`config.mk`:
```
export PLATFORM = sky130hd
export DESIGN_NAME = acc_seq_top
export DESIGN_NICKNAME = d
export VERILOG_FILES = /design/src/rtl/acc_seq_pkg.sv /design/src/rtl/acc_seq_decode.sv /design/src/rtl/acc_seq_alu.sv /design/src/rtl/acc_seq_top.sv
export SDC_FILE = /design/constraint.sdc
export NUM_CORES = 1
export LEC_CHECK = 0
export BUFFER_PORTS_ARGS = -buffer_cell sky130_fd_sc_hd__buf_2
export CORE_AREA = 2 2 136 98
export CTS_BUF_LIST = sky130_fd_sc_hd__clkbuf_4 sky130_fd_sc_hd__clkbuf_8
export DETAILED_ROUTE_END_ITERATION = 7
export DIE_AREA = 0 0 138 100
export GPL_ROUTABILITY_DRIVEN = 1
export GPL_TIMING_DRIVEN = 0
export PLACE_DENSITY = 0.7
export SETUP_SLACK_MARGIN = 0.15
export SYNTH_ARGS = -nofsm -noshare
export SYNTH_HDL_FRONTEND = slang
export SYNTH_HIERARCHICAL = 1
export SYNTH_SLANG_ARGS = --single-unit
```
`constraint.sdc`:
```
create_clock -name clk -period 4.05 [get_ports clk]
set_input_delay 0.81 -clock clk [delete_from_list [all_inputs] [get_ports clk]]
set_output_delay 0.81 -clock clk [all_outputs]
set_load 0.01 [all_outputs]
```
`src/rtl/acc_seq_pkg.sv`:
```
package acc_seq_pkg;

    localparam int ADDR_W   = 16;
    localparam int WORD_W   = 24;
    localparam int OPC_W    = 6;
    localparam int MODE_W   = 2;
    localparam int MODE_LSB = ADDR_W;
    localparam int OPC_LSB  = WORD_W - OPC_W;

    localparam logic [OPC_W-1:0] OPC_LOAD  = 6'd0;
    localparam logic [OPC_W-1:0] OPC_SUM   = 6'd1;
    localparam logic [OPC_W-1:0] OPC_PUT   = 6'd2;
    localparam logic [OPC_W-1:0] OPC_STOP  = 6'd63;

    typedef enum logic [1:0] {K_LOAD, K_SUM, K_PUT, K_STOP} kind_e;
    typedef enum logic [1:0] {AM_IMM, AM_DIR, AM_IND} amode_e;

    typedef enum logic [2:0] {
        S_FETCH, S_LATCH, S_DECODE, S_PTR, S_DEREF, S_OPND, S_EXEC, S_HALT
    } state_e;

    typedef struct packed {
        kind_e              kind;
        amode_e             mode;
        logic               bad;
        logic [ADDR_W-1:0]  field;
    } dec_t;

    // Mode code 11 is folded onto direct addressing.
    function automatic amode_e map_mode(input logic [MODE_W-1:0] code);
        case (code)
            2'b00:   return AM_IMM;
            2'b10:   return AM_IND;
            default: return AM_DIR;
        endcase
    endfunction

endpackage

```
`src/rtl/acc_seq_decode.sv`:
```
module acc_seq_decode
    import acc_seq_pkg::*;
(
    input  logic [WORD_W-1:0] ir,
    output dec_t              dec
);
    logic [OPC_W-1:0] opc;

    always_comb begin
        opc       = ir[OPC_LSB +: OPC_W];
        dec.field = ir[ADDR_W-1:0];
        dec.mode  = map_mode(ir[MODE_LSB +: MODE_W]);
        dec.bad   = 1'b0;
        case (opc)
            OPC_LOAD: dec.kind = K_LOAD;
            OPC_SUM:  dec.kind = K_SUM;
            OPC_PUT:  dec.kind = K_PUT;
            OPC_STOP: dec.kind = K_STOP;
            default: begin
                dec.kind = K_STOP;
                dec.bad  = 1'b1;
            end
        endcase
    end
endmodule

```
`src/rtl/acc_seq_alu.sv`:
```
module acc_seq_alu
    import acc_seq_pkg::*;
(
    input  kind_e             kind,
    input  logic [WORD_W-1:0] acc,
    input  logic [WORD_W-1:0] opnd,
    output logic [WORD_W-1:0] res
);
    always_comb begin
        case (kind)
            K_LOAD:  res = opnd;
            K_SUM:   res = acc + opnd;
            default: res = acc;
        endcase
    end
endmodule

```
`src/rtl/acc_seq_top.sv`:
```
module acc_seq_top
    import acc_seq_pkg::*;
(
    input  logic              clk,
    input  logic              rst,
    output logic [ADDR_W-1:0] mem_addr,
    output logic              mem_re,
    input  logic [WORD_W-1:0] mem_rdata,
    output logic [WORD_W-1:0] mem_wdata,
    output logic              mem_we,
    output logic              halted,
    output logic              illegal,
    output logic [ADDR_W-1:0] dbg_pc,
    output logic [WORD_W-1:0] dbg_acc
);
    localparam int PAD_W = WORD_W - ADDR_W;

    state_e            state;
    logic [ADDR_W-1:0] pc;
    logic [ADDR_W-1:0] ea;
    logic [WORD_W-1:0] ir;
    logic [WORD_W-1:0] acc;
    logic              bad_q;
    dec_t              dec;
    logic [WORD_W-1:0] opnd;
    logic [WORD_W-1:0] alu_res;

    acc_seq_decode u_dec (.ir(ir), .dec(dec));

    acc_seq_alu u_alu (
        .kind (dec.kind),
        .acc  (acc),
        .opnd (opnd),
        .res  (alu_res)
    );

    assign opnd = (dec.mode == AM_IMM) ? {{PAD_W{1'b0}}, dec.field} : mem_rdata;

    always_comb begin
        mem_addr = pc;
        mem_re   = 1'b0;
        mem_we   = 1'b0;
        case (state)
            S_FETCH: mem_re = 1'b1;
            S_PTR: begin
                mem_addr = dec.field;
                mem_re   = 1'b1;
            end
            S_OPND: begin
                mem_addr = ea;
                mem_re   = 1'b1;
            end
            S_EXEC: begin
                mem_addr = ea;
                mem_we   = (dec.kind == K_PUT);
            end
            default: ;
        endcase
    end

    assign mem_wdata = acc;
    assign halted    = (state == S_HALT);
    assign illegal   = bad_q;
    assign dbg_pc    = pc;
    assign dbg_acc   = acc;

    always_ff @(posedge clk) begin
        if (rst) begin
            state <= S_FETCH;
            pc    <= '0;
            ea    <= '0;
            ir    <= '0;
            acc   <= '0;
            bad_q <= 1'b0;
        end else begin
            case (state)
                S_FETCH: begin
                    pc    <= pc + 1'b1;
                    state <= S_LATCH;
                end
                S_LATCH: begin
                    ir    <= mem_rdata;
                    state <= S_DECODE;
                end
                S_DECODE: begin
                    ea <= dec.field;
                    if (dec.kind == K_STOP) begin
                        bad_q <= dec.bad;
                        state <= S_HALT;
                    end else if (dec.mode == AM_IND) begin
                        state <= S_PTR;
                    end else if (dec.kind == K_PUT || dec.mode == AM_IMM) begin
                        state <= S_EXEC;
                    end else begin
                        state <= S_OPND;
                    end
                end
                S_PTR:   state <= S_DEREF;
                S_DEREF: begin
                    ea    <= mem_rdata[ADDR_W-1:0];
                    state <= (dec.kind == K_PUT) ? S_EXEC : S_OPND;
                end
                S_OPND:  state <= S_EXEC;
                S_EXEC: begin
                    acc   <= alu_res;
                    state <= S_FETCH;
                end
                default: state <= S_HALT;
            endcase
        end
    end

    // one access kind per cycle
    p_rd_wr_excl_r11: assert property (@(posedge clk) disable iff (rst)
        !(mem_re && mem_we));

    // stop is sticky, silent and frozen
    p_halt_hold_r9: assert property (@(posedge clk) disable iff (rst)
        halted |=> halted);
    p_halt_quiet_r9: assert property (@(posedge clk) disable iff (rst)
        halted |-> (!mem_re && !mem_we));
    p_halt_frozen_r9: assert property (@(posedge clk) disable iff (rst)
        halted |=> ($stable(dbg_pc) && $stable(dbg_acc)));

    // unknown opcode flag implies a stop and persists
    p_bad_halts_r10: assert property (@(posedge clk) disable iff (rst)
        illegal |-> halted);
    p_bad_hold_r10: assert property (@(posedge clk) disable iff (rst)
        illegal |=> illegal);

    // a fetch advances the program counter by one
    p_pc_step_r2: assert property (@(posedge clk) disable iff (rst)
        (state == S_FETCH) |=> (dbg_pc == $past(dbg_pc) + 1'b1));

    // immediate operands cause no data read
    p_imm_noread_r3: assert property (@(posedge clk) disable iff (rst)
        (state == S_DECODE && dec.mode == AM_IMM && dec.kind != K_STOP) |=> !mem_re);

    // the second indirect lookup uses the pointer returned by the first
    p_ind_second_r5: assert property (@(posedge clk) disable iff (rst)
        (state == S_DEREF && dec.kind != K_PUT) |=>
            (mem_re && mem_addr == $past(mem_rdata[ADDR_W-1:0])));

endmodule

```
==> results.json <==
{
  "status": "completed",
  "synthCells": 794,
  "highest_layer": "met4",
  "finalHoldViolations": 0,
  "wl_met1_mm": 9.01,
  "syn_area_mm2": 0.00593,
  "track_usage_pct": 26.0,
  "synth_area_leader_cell": "dfxtp_1",
  "htreeDepth": 3,
  "skew_ns": 0.0116,
  "clockBufferDepth": 2,
  "num_vias": 6188,
  "power_density_mw_per_mm2": 611,
  "critical_path.max_fanout": 5,
  "post_drt_wl_per_cell_um": 16.7,
  "coreArea_mm2": 0.0127,
  "start_util_pct": 46.7,
  "drc": 0,
  "cts_made_buffers": 9,
  "crit_required_ns": 4.29,
  "clkLatencyLatePin_ns": 0.38,
  "multiInputGateArea_mm2": 0.00371,
  "ys_warn_count": 6,
  "grt_pass1_vias": 5388,
  "hold_path_class": "register to register",
  "gr-total-overflow": 0,
  "fin_crit_sh_pct": 94.4,
  "cap_violations": 0,
  "placed_area_mm2": 0.00668,
  "cts_tree": "built",
  "dr_wl_met2_mm": 7.36,
  "rsz0062_at_grt": "false",
  "post-dp-hpwl_mm": 13.8,
  "globalplace.congestion": 0.962,
  "firstDrtPassIters": 6,
  "io_pins": 110,
  "irDropWorstVdd_mv": 0.263,
  "cts-root-buf": "clkbuf_8",
  "path_class": "register to register",
  "layout.nets": 968,
  "critical_path_arrival_ns": 4.06,
  "setup_viol": 0,
  "wirelength_mm": 18.1,
  "layout-drive-gt1-share_pct": 23.6,
  "viasPerCell": 5.69,
  "finalCriticalPeriod_ns": 3.82,
  "synth_ff_type": "dfxtp_1",
  "numPortBuffers": 109,
  "worst_slack_ns": 0.228,
  "seq_area_frac_synth_pct": 28.4,
  "cts.clk_slew.worst_paths_ns": 0.09,
  "die-area_mm2": 0.0138,
  "fmax_mhz": 262,
  "maxSlewViolCount": 0,
  "synth-edff-count": 0,
  "die_h_um": 100,
  "postRouteAntennaNets": 0,
  "syn2layout_area_growth_pct": 17.2,
  "power_leakage_nw": 2.99,
  "start_kind": "register",
  "first_iter_violations": 655,
  "diodes": 0,
  "nFillCells": 1285,
  "ys_async_sr_fraction_pct": 0,
  "synth_area_leaders": "dfxtp_1 28%, nand2_1 8.6%, a21oi_1 8.4%",
  "synth_top_cell_area_share_pct": 28.4,
  "synth_nets": 845,
  "max-slew-margin-rel_pct": 43.3,
  "worst_pin_slew_ns": 0.848,
  "die_x_um": 138,
  "synth-seq-cells": 84,
  "antenna_found_initial": 0,
  "grt_pass1_wl_mm": 28.9,
  "wl_met3_mm": 1.46,
  "grt_max_degree": 15,
  "rows": 35,
  "synth_cell_types": 60,
  "dp_slack_ns": -0.203,
  "finish.instance_area_mm2": 0.00695,
  "syn_avg_cell_area_um2": 7.47,
  "cts.sink_count": 84,
  "end_kind": "register",
  "seq_area_mm2": 0.00168
}
==> power breakdown <==
| group | switching [W] | internal, W |
|---|---|---|
| Clock | 0.000336 | 0.000267 |
| Combinational | 0.00158 | 0.000964 |
| Sequential | 0.000118 | 0.000980 |
| Total | 0.00204 | 0.00221 |
==> worst max-delay path, stage by stage (launching register included) <==
cell and delay (ns):
dfxtp_1 0.34, clkbuf_2 0.15, nor2_4 0.19, buf_4 0.15, mux2_2 0.33, ha_1 0.36
nor2b_4 0.15, o31a_1 0.28, o31a_1 0.27, or2_1 0.28, a2111o_1 0.50, a41oi_2 0.20
xor2_1 0.22, o21ai_0 0.12, nand2_1 0.08, a21oi_1 0.06
==> routing by layer <==
| metal | track usage (%) | vias up |
|---|---|---|
| met3 | 5.49 | 26 |
| met2 | 37.6 | 240 |
| met5 | 0 | - |
| li1 | - | 3042 |
| met1 | 39.1 | 2880 |
| met4 | 6.91 | 0 |
==> placed cells by master (no fill, tap or decap), drive strengths merged, types with 8 or more instances in the layout <==
cell      n
buf     162
nand2   136
a21oi    99
dfxtp    84
nor2     56
clkbuf   51
o21ai    41
o22ai    32
ha       24
mux2i    23
a211oi   20
mux2     18
xnor2    16
inv      16
nand3    14
nor2b    13
xor2     11
nor3     10
a22oi     9
nand2b    8
a21o      8
==> synth_stat cells (5+ instances only) <==
master and count:
a22oi_1 9, clkbuf_1 39, dfxtp_1 84, ha_1 24, nor2_1 56, a211oi_1 20
o22ai_1 32, nand3_1 14, and3_1 5, nor2b_1 12, nand2_1 136, a21o_1 6
buf_4 41, a31oi_1 7, xnor2_1 16, o21ai_0 40, inv_1 15, nand2b_1 8
nand4_1 6, o21a_1 5, mux2_2 18, xor2_1 11, nor3_1 10, mux2i_1 23
a21oi_1 99
==> registers in the layout (all words and copies together), names as in the netlist <==
| register | count |
|---|---|
| dbg_acc | 24 |
| dbg_pc | 16 |
| ea | 16 |
| illegal | 1 |
| ir | 24 |
| state | 3 |
==> final timing paths <==
kind              slack (ns)  startpoint           to  depth (start not counted)
hold reg to reg         0.46       ir[1]        ir[1]                          2
setup / recovery        0.23      ir[16]  dbg_acc[22]                         15
hold / removal          0.46       ir[1]        ir[1]                          2
setup reg to reg        0.23      ir[16]  dbg_acc[22]                         15
==> cells by family (layout without fill, tap and decap cells) <==
group | count (synthesis) | in the layout | synth area share (%)
buf+inv | 105 | 233 | 9.81
flops | 84 | 84 | 28.4
compound gates | 242 | 242 | 24.4
fa+ha+maj | 25 | 25 | 5.40
xor+xnor | 27 | 27 | 3.99
mux | 41 | 41 | 7.30
simple gates | 270 | 270 | 20.7
==> layout make-up <==
type                    instances  share of cell area (%)
multi-input cells             605                    53.4
plain buffers                  89                    7.60
repair buffers                112                    8.17
flip-flops and latches         84                    24.2
well taps                     166                    2.99
inverters                      16                   0.864
clock buffers                  12                    2.29
clock inverters                 4                   0.468
==> repair_timing <==
action | in CTS | in global routing
pin swaps | 0 | 6
gates cloned | 0 | 0
hold buffers | 0 | 0
gates resized for setup | 3 | 13
setup endpoints to repair | 6 | 8
buffers inserted | 0 | 3
==> through the flow <==
| step | TNS, ns | utilization (%) | total power (W) | cells | hold WS [ns] |
|---|---|---|---|---|---|
| finish | 0 | 54.7 | 0.00425 | 1088 | 0.460 |
| global route | 0 | 54.7 | 0.00455 | 1088 | 0.477 |
| CTS | 0 | 54.2 | 0.00418 | 1085 | 0.459 |
| detailed placement | -0.491 | 52.6 | 0.00356 | 1069 | 0.447 |
| global placement | -0.448 | 52.6 | 0.00354 | 1069 | 0.443 |
| floorplan | 0 | - | 0.00288 | 794 | 0.432 |
Power figures use the tool's default switching activity.
